===== src/rtl/frame_map_pkg.sv =====
package frame_map_pkg;

  typedef enum logic [1:0] {
    MODE_SINGLE = 2'b00,
    MODE_ALL    = 2'b01,
    MODE_MASKED = 2'b10,
    MODE_BAD    = 2'b11
  } mapMode_e;

  typedef enum logic [1:0] {
    ST_IDLE  = 2'b00,
    ST_WRITE = 2'b01,
    ST_DONE  = 2'b10,
    ST_ERR   = 2'b11
  } mapState_e;

  // strobes from control to datapath
  typedef struct packed {
    logic loadCmd;   // capture frame index and instruction
    logic loadEn;    // capture the enable pattern (else clear)
  } mapStrobe_t;

endpackage


===== src/rtl/fmd_addr_decoder.sv =====
module fmd_addr_decoder #(
  parameter int ROWS = 8,
  parameter int COLS = 8,
  localparam int PE_N   = ROWS * COLS,
  localparam int ROW_W  = $clog2(ROWS),
  localparam int COL_W  = $clog2(COLS),
  localparam int ADDR_W = ROW_W + COL_W
) (
  input  logic [ADDR_W-1:0] addr,
  output logic [PE_N-1:0]   oneHot
);

  logic [ROW_W-1:0] rowSel;
  logic [COL_W-1:0] colSel;

  assign rowSel = addr[ADDR_W-1:COL_W];
  assign colSel = addr[COL_W-1:0];

  for (genvar r = 0; r < ROWS; r++) begin : g_row
    for (genvar c = 0; c < COLS; c++) begin : g_col
      assign oneHot[r*COLS + c] = (rowSel == ROW_W'(r)) && (colSel == COL_W'(c));
    end
  end

endmodule


===== src/rtl/fmd_datapath.sv =====
module fmd_datapath
  import frame_map_pkg::*;
#(
  parameter int ROWS    = 8,
  parameter int COLS    = 8,
  parameter int FRAME_W = 4,
  parameter int INSTR_W = 32,
  localparam int PE_N   = ROWS * COLS,
  localparam int ADDR_W = $clog2(ROWS) + $clog2(COLS)
) (
  input  logic               clk,
  input  logic               rstN,
  input  mapStrobe_t         strobe,
  input  logic [1:0]         cmdMode,
  input  logic [ADDR_W-1:0]  cmdTarget,
  input  logic [PE_N-1:0]    cmdMask,
  input  logic [FRAME_W-1:0] cmdFrame,
  input  logic [INSTR_W-1:0] cmdInstr,
  output logic [PE_N-1:0]    peWrEn,
  output logic [FRAME_W-1:0] wrFrame,
  output logic [INSTR_W-1:0] wrInstr
);

  logic [PE_N-1:0] singleHot;
  logic [PE_N-1:0] enNext;

  fmd_addr_decoder #(.ROWS(ROWS), .COLS(COLS)) dec_i (
    .addr  (cmdTarget),
    .oneHot(singleHot)
  );

  always_comb begin
    unique case (mapMode_e'(cmdMode))
      MODE_SINGLE: enNext = singleHot;
      MODE_ALL:    enNext = '1;
      MODE_MASKED: enNext = cmdMask;
      default:     enNext = '0;
    endcase
  end

  always_ff @(posedge clk or negedge rstN) begin
    if (!rstN) begin
      peWrEn <= '0;
    end else if (strobe.loadEn) begin
      peWrEn <= enNext;
    end else begin
      peWrEn <= '0;
    end
  end

  always_ff @(posedge clk or negedge rstN) begin
    if (!rstN) begin
      wrFrame <= '0;
      wrInstr <= '0;
    end else if (strobe.loadCmd) begin
      wrFrame <= cmdFrame;
      wrInstr <= cmdInstr;
    end
  end

endmodule


===== src/rtl/fmd_control.sv =====
module fmd_control
  import frame_map_pkg::*;
(
  input  logic       clk,
  input  logic       rstN,
  input  logic       cmdValid,
  input  logic [1:0] cmdMode,
  output logic       cmdReady,
  output mapStrobe_t strobe,
  output logic       doneP,
  output logic       errP
);

  mapState_e state, stateNext;
  logic      accept;
  logic      legal;

  assign cmdReady = (state == ST_IDLE) || (state == ST_DONE);
  assign accept   = cmdValid && cmdReady;
  assign legal    = mapMode_e'(cmdMode) != MODE_BAD;

  assign strobe.loadCmd = accept && legal;
  assign strobe.loadEn  = accept && legal;

  always_comb begin
    stateNext = state;
    unique case (state)
      ST_IDLE, ST_DONE: begin
        if (accept) stateNext = legal ? ST_WRITE : ST_ERR;
        else        stateNext = ST_IDLE;
      end
      ST_WRITE: stateNext = ST_DONE;
      ST_ERR:   stateNext = ST_IDLE;
      default:  stateNext = ST_IDLE;
    endcase
  end

  always_ff @(posedge clk or negedge rstN) begin
    if (!rstN) state <= ST_IDLE;
    else       state <= stateNext;
  end

  assign doneP = (state == ST_DONE);
  assign errP  = (state == ST_ERR);

endmodule


===== src/rtl/frame_map_dist.sv =====
module frame_map_dist
  import frame_map_pkg::*;
#(
  parameter int ROWS    = 8,
  parameter int COLS    = 8,
  parameter int FRAME_W = 4,
  parameter int INSTR_W = 32,
  localparam int PE_N   = ROWS * COLS,
  localparam int ADDR_W = $clog2(ROWS) + $clog2(COLS)
) (
  input  logic               clk,
  input  logic               rstN,
  input  logic               cmdValid,
  output logic               cmdReady,
  input  logic [1:0]         cmdMode,
  input  logic [ADDR_W-1:0]  cmdTarget,
  input  logic [PE_N-1:0]    cmdMask,
  input  logic [FRAME_W-1:0] cmdFrame,
  input  logic [INSTR_W-1:0] cmdInstr,
  output logic [PE_N-1:0]    peWrEn,
  output logic [FRAME_W-1:0] wrFrame,
  output logic [INSTR_W-1:0] wrInstr,
  output logic               doneP,
  output logic               errP
);

  mapStrobe_t strobe;

  fmd_control ctrl_i (
    .clk     (clk),
    .rstN    (rstN),
    .cmdValid(cmdValid),
    .cmdMode (cmdMode),
    .cmdReady(cmdReady),
    .strobe  (strobe),
    .doneP   (doneP),
    .errP    (errP)
  );

  fmd_datapath #(
    .ROWS(ROWS), .COLS(COLS), .FRAME_W(FRAME_W), .INSTR_W(INSTR_W)
  ) dp_i (
    .clk      (clk),
    .rstN     (rstN),
    .strobe   (strobe),
    .cmdMode  (cmdMode),
    .cmdTarget(cmdTarget),
    .cmdMask  (cmdMask),
    .cmdFrame (cmdFrame),
    .cmdInstr (cmdInstr),
    .peWrEn   (peWrEn),
    .wrFrame  (wrFrame),
    .wrInstr  (wrInstr)
  );

endmodule


===== config.mk =====
export PLATFORM = sky130hd
export DESIGN_NAME = frame_map_dist
export DESIGN_NICKNAME = d
export VERILOG_FILES = /design/src/rtl/frame_map_pkg.sv /design/src/rtl/fmd_addr_decoder.sv /design/src/rtl/fmd_datapath.sv /design/src/rtl/fmd_control.sv /design/src/rtl/frame_map_dist.sv
export SDC_FILE = /design/constraint.sdc
export NUM_CORES = 1
export LEC_CHECK = 0
export ABC_AREA = 1
export CORE_ASPECT_RATIO = 0.7
export CORE_MARGIN = 4
export CORE_UTILIZATION = 29
export CTS_CLUSTER_SIZE = 30
export DETAILED_ROUTE_END_ITERATION = 8
export HOLD_SLACK_MARGIN = 0.15
export PLACE_DENSITY = 0.68
export SYNTH_ARGS = -nofsm -noshare
export SYNTH_HDL_FRONTEND = slang
export SYNTH_SLANG_ARGS = --single-unit

===== constraint.sdc =====
create_clock -name clk -period 1.94 [get_ports clk]
set_clock_uncertainty 0.1 [all_clocks]
set_input_delay 0.388 -clock clk [delete_from_list [all_inputs] [get_ports clk]]
set_output_delay 0.388 -clock clk [all_outputs]
set_load 0.005 [all_outputs]

==> metrics, run 1 <==
Hold Crit Class=in -> reg; Post-synth EDFFs=0; PnR Total Power=5378 µW; Reg2Reg Launch Point=ctrl_i.state[0]$_DFF_PN0_; Cells after Synth=595; RD Place Congestion=0.7930; postcts setup bufs=0; post-synthesis sequential area ratio=0.5487; Min-Delay Path Depth=3; WS Path Type=reg -> out; CP Launch Type=register; via count of the first global-routing pass=4,619; number of synthesis warnings=0; Worst Max-Slew Pin Slew=0.5313 ns; max-slew violations=0; status=completed; critical path arrival=1.37 ns; global-route usage over all layers=0.1803; number of synthesized register bits=102; share of async-settable or async-resettable flops after synthesis=1.000; antenna violations before repair=0; Post-DRT Antenna Nets=0; Worst VDD drop=0.4973 mV; number of fill cells=1,543; Buffers on Ports=213; count leader, synth=nand2_1; Setup crit end kind=output port; CTS tree=built; Finished Core Util=0.4787; syn_nets=706; chip height=114.0 µm; clock period minus worst slack=1.859 ns; cts repair resizes=0; die area=0.01816 mm²; design area=0.007466 mm²; DRC Markers=0; hpwl dp=11,900 µm; largest net degree at the start of global routing=68; first-pass GRT wire length=25,880 µm; fmax=0.5379 GHz; MaxCap Viol Count=0; Synth area leader=dfrtp_1; Ant. Diodes=0; Reg-to-Reg End=dp_i.peWrEn[10]$_DFF_PN0_; Routed WL=16,440 µm; total placed instance area=0.007177 mm²; Multi-input gate area=0.001812 mm²; initial core utilization=0.2983; mapped cell area=0.004652 mm²; clk_lat worst skew=0.34 ns; share of layout cells above drive strength 1=0.06235; min-delay src=cmdMode[1]; share of Yosys cell area claimed by the top area cell type=0.5487; Ports=214; core area=0.01560 mm²; Area contributors post-synth=dfrtp_1 (55%), nand2_1 (22%), a21oi_1 (6.9%); TritonCTS Sinks=102; vias=4,597; RSZ-0062 raised after global routing=no; DR WL/cell=16.15 µm; Hold Path Sink=ctrl_i.state[1]$_DFF_PN0_; final setup fails=0; post-place setup slack=-0.007881 ns; Unique masters post-synth=18; DRT Pass-1 Iters=5; Die W=159.4 µm; average size of a mapped cell=7.818 µm²; final std cells w/o fill=1,018; area taken by flip-flops and latches=0.002552 mm²; final hold viol count=0; Row Count=38; number of DRC markers in iteration 0=241; fin worst setup slack=0.08092 ns; period utilisation layout=0.9583; Reg2Reg Depth=8; clk buf depth=2; area grow syn2layout=60.49%; CTS H-Tree Depth=3; placed cells=1,001; synth cell count leaders=nand2_1 (271), dfrtp_1 (102), a21oi_1 (64), nor2_1 (35), inv_1 (24); Critical Path RT=1.45 ns; Clock transition at path regs=0.07 ns; Worst R2R Setup Slack=0.52 ns; Post-synth top flop=dfrtp_1; post-layout net count=924; Leakage=0.003550 µW; PwrDens=720.3 mW/mm²; TritonCTS Buffers=9; Congestion Overflow GR=0; clk root buf=clkbuf_16; vias per cell=4.516; max_slew headroom=0.6458; CP Max Fanout=3
## layout make-up
class,instances,area share
Sequential cell,102,0.3419
Inverter,30,0.01508
Clock inverter,4,0.004357
Multi-Input combinational cell,431,0.2427
Timing Repair Buffer,239,0.3295
Tap cell,200,0.03352
Clock buffer,12,0.03301
## sequential cells by signal (all words and copies together) (netlist names)
signal / flops
ctrl_i.state: 2
dp_i.peWrEn: 64
dp_i.wrFrame: 4
dp_i.wrInstr: 32
## worst max-delay path by stage
| stage | startpoint | to | slack (ns) | cells past startpoint |
|---|---|---|---|---|
| finish | ctrl_i.state[0]$_DFF_PN0_ | doneP | 0.08 | 2 |
| global route | ctrl_i.state[0]$_DFF_PN0_ | doneP | 0.009 | 2 |
| CTS | ctrl_i.state[0]$_DFF_PN0_ | doneP | 0.06 | 2 |
| detailed placement | cmdMode[0] | dp_i.peWrEn[48]$_DFF_PN0_ | -0.008 | 6 |
| global placement | cmdTarget[4] | dp_i.peWrEn[44]$_DFF_PN0_ | -0.002 | 5 |
| floorplan | cmdTarget[4] | dp_i.peWrEn[18]$_DFF_PN0_ | 0.66 | 5 |
## cells by family after synthesis
family          after synthesis  share of synthesized area
simple gates                345                     0.2967
flops                       102                     0.5487
compound gates               86                    0.09279
buf+inv                      62                    0.06186
## power breakdown
group / internal (µW) / total [µW] / leakage [µW] / switching, µW
Sequential: 2310 / 2400 / 0.00133 / 86.1
Clock: 913 / 1740 / 0.000129 / 831
Combinational: 705 / 1230 / 0.00209 / 530
## layout by cell type (no fill, tap or decap)
master and n:
nand2_2 1, nor3_4 1, a21oi_1 64, dlygate4sd3_1 1, buf_4 15, clkdlybuf4s50_1 211, nand2_1 271, nand3_1 18
o21ai_0 20, nor2_2 2, clkinvlp_4 2, buf_12 11, o22ai_1 1, clkbuf_16 9, clkbuf_8 1, o21ai_1 1
clkinv_4 2, dfrtp_1 102, buf_2 1, clkbuf_1 2, inv_1 24, nor2_1 35, inv_2 6, and2_1 17
## per-layer routing
layer | vias to the layer above | global-route usage | wire length, µm
li1 | 2284 | - | -
met1 | 2127 | 0.2559 | 7929
met2 | 178 | 0.2751 | 7130
met3 | 8 | 0.05923 | 1292
met4 | 0 | 0.02948 | 89
met5 | - | 0 | 0
## timing repair
item | CTS | global route
hold endpoints to repair | 46 | 0
setup endpoints to repair | 0 | 0
hold buffers | 1 | 0
## critical path: stages (launching register included)
cell	delay [ns]
dfrtp_1	0.41
nor2_1	0.11
clkdlybuf4s50_1	0.52
## metrics by stage
step,TNS (ns),hold WS [ns]
finish,0,0.2974
global route,0,0.3056
CTS,0,0.2712
detailed placement,-0.02317,0.2067
global placement,-0.002381,0.2070
floorplan,0,-0.007591
(Power assumes the default switching activity.)
==> run 2, diff against run 1 <==
- SKIP_LAST_GASP: default -> 1
==> results of run 2 <==
Final layout, timing and power as in run 1 (identical DEF).
==> run 3, diff against run 2 <==
- CELL_PAD_IN_SITES_DETAIL_PLACEMENT: default -> 1
- CELL_PAD_IN_SITES_GLOBAL_PLACEMENT: default -> 2
- CORE_UTILIZATION: 29 -> 22
- GPL_TIMING_DRIVEN: default -> 0
- PLACE_DENSITY: 0.68 -> 0.88
- clock period: 1.94 -> 2.04 ns (I/O delays scaled with it)
==> metrics, run 3 (synthesis results as in run 1) <==
period utilisation layout=0.9691; total placed instance area=0.007144 mm²; biggest regs=dp_i.peWrEn x64, dp_i.wrInstr x32, dp_i.wrFrame x4; Post-DRT Antenna Nets=0; Die W=181.8 µm; TritonCTS Sinks=102; die area=0.02357 mm²; postcts setup bufs=0; CTS tree=built; max_slew headroom=0.4360; fin worst setup slack=0.06311 ns; clk_lat worst skew=0.34 ns; Ant. Diodes=0; commonest non-fill, non-tap cell in the layout=nand2_1; Ports=214; chip height=129.7 µm; Critical Path RT=2.21 ns; RD Place Congestion=0.7709; fmax=0.5058 GHz; clk buf depth=2; core area=0.02075 mm²; Reg2Reg Depth=9; vias per cell=4.275; WS Path Type=in -> reg; clock period minus worst slack=1.977 ns; Hold Crit Class=reg -> reg; Hold WS=0.3851 ns; Worst VDD drop=0.4919 mV; CP Launch Type=input pin; first-pass GRT wire length=29,880 µm; Worst R2R Setup Slack=0.44 ns; design area=0.007480 mm²; vias=4,702; clk root buf=clkbuf_16; CP Max Fanout=7; CTS H-Tree Depth=3; Setup crit end kind=register; area grow syn2layout=60.79%; max-slew violations=0; share of layout cells above drive strength 1=0.06796; largest net degree at the start of global routing=66; number of fill cells=2,468; Most flops, register=dp_i.peWrEn; global-route usage over all layers=0.1653; Clock transition at path regs=0.08 ns; number of DRC markers in iteration 0=197; Buffers on Ports=212; max FFs per register=64; via count of the first global-routing pass=5,020; Min-Delay Path Depth=2; post-layout net count=931; status=completed; MaxCap Viol Count=0; initial core utilization=0.2241; Hold Path Sink=dp_i.wrInstr[24]$_DFFE_PN0P_; antenna violations before repair=0; DRT Pass-1 Iters=4; DR WL/cell=17.89 µm; most frequent cells in the layout=nand2_1 (271), clkdlybuf4s50_1 (211), dfrtp_1 (102); area taken by flip-flops and latches=0.002552 mm²; TritonCTS Buffers=9; Worst Max-Slew Pin Slew=0.8428 ns; min-delay src=dp_i.wrInstr[24]$_DFFE_PN0P_; hpwl dp=14,880 µm; final hold viol count=0; Row Count=44; Reg2Reg Launch Point=ctrl_i.state[0]$_DFF_PN0_; final setup fails=0; post-place setup slack=-0.3548 ns; Leakage=0.003542 µW; Reg-to-Reg End=dp_i.wrInstr[29]$_DFFE_PN0P_; DRC Markers=0; RSZ-0062 raised after global routing=no; Congestion Overflow GR=0; PwrDens=720.4 mW/mm²; critical path arrival=2.15 ns; Multi-input gate area=0.001814 mm²; PnR Total Power=5388 µW; Routed WL=19,670 µm; Setup TNS Final=0 ns
-- run 3: layout make-up --
type	count	area share
tap	276	0.04617
sequential	102	0.3413
timing repair buffer	214	0.2884
clock buffer	10	0.03195
multi-input combinational	431	0.2426
buffer	32	0.02359
inverter	30	0.01506
clock inverter	5	0.01104
-- run 3: routing by layer --
metal  global-route usage  up-vias  routed length, µm
met3              0.04994       14               1465
met5                    0        -                  0
met4              0.03176        0                176
met1               0.2333     2233               9588
li1                     -     2299                  -
met2               0.2539      156               8443
-- run 3: stage by stage --
step             util  cells
6_report       0.3604   1100
5_1_grt        0.3604   1100
4_1_cts        0.3602   1100
3_5_place_dp   0.3442   1084
3_3_place_gp   0.3430   1083
2_1_floorplan       -    595
-- run 3: worst max-delay path, cell delays in order --
cell and delay [ns]:
clkdlybuf4s50_1 0.59, nand2_1 0.10, nor2_1 0.65, nand3_1 0.19
a21oi_1 0.20
-- run 3: where the power goes --
| group | leakage (µW) | total (µW) | internal (µW) | switching [µW] |
|---|---|---|---|---|
| Sequential | 0.00133 | 2290 | 2200 | 87.7 |
| Combinational | 0.00205 | 1180 | 643 | 536 |
| Clock | 0.000159 | 1920 | 1110 | 813 |
-- run 3: how the worst max path moves through the flow --
stage | startpoint | to | slack [ns]
finish | cmdTarget[1] | dp_i.peWrEn[27]$_DFF_PN0_ | 0.06
detailed placement | cmdMode[1] | dp_i.wrInstr[28]$_DFFE_PN0P_ | -0.35
floorplan | cmdTarget[4] | dp_i.peWrEn[18]$_DFF_PN0_ | 0.74
CTS | cmdMode[1] | dp_i.wrInstr[28]$_DFFE_PN0P_ | 0.03
global route | cmdTarget[1] | dp_i.peWrEn[27]$_DFF_PN0_ | 0.01
global placement | rstN | dp_i.wrFrame[0]$_DFFE_PN0P_ | -3.84
-- run 3: timing repair --
action                                 in CTS  in global routing
gates resized for setup                     0                  3
endpoints found under the hold margin      37                  0
setup endpoints to repair                   0                 12
hold buffers                                1                  0
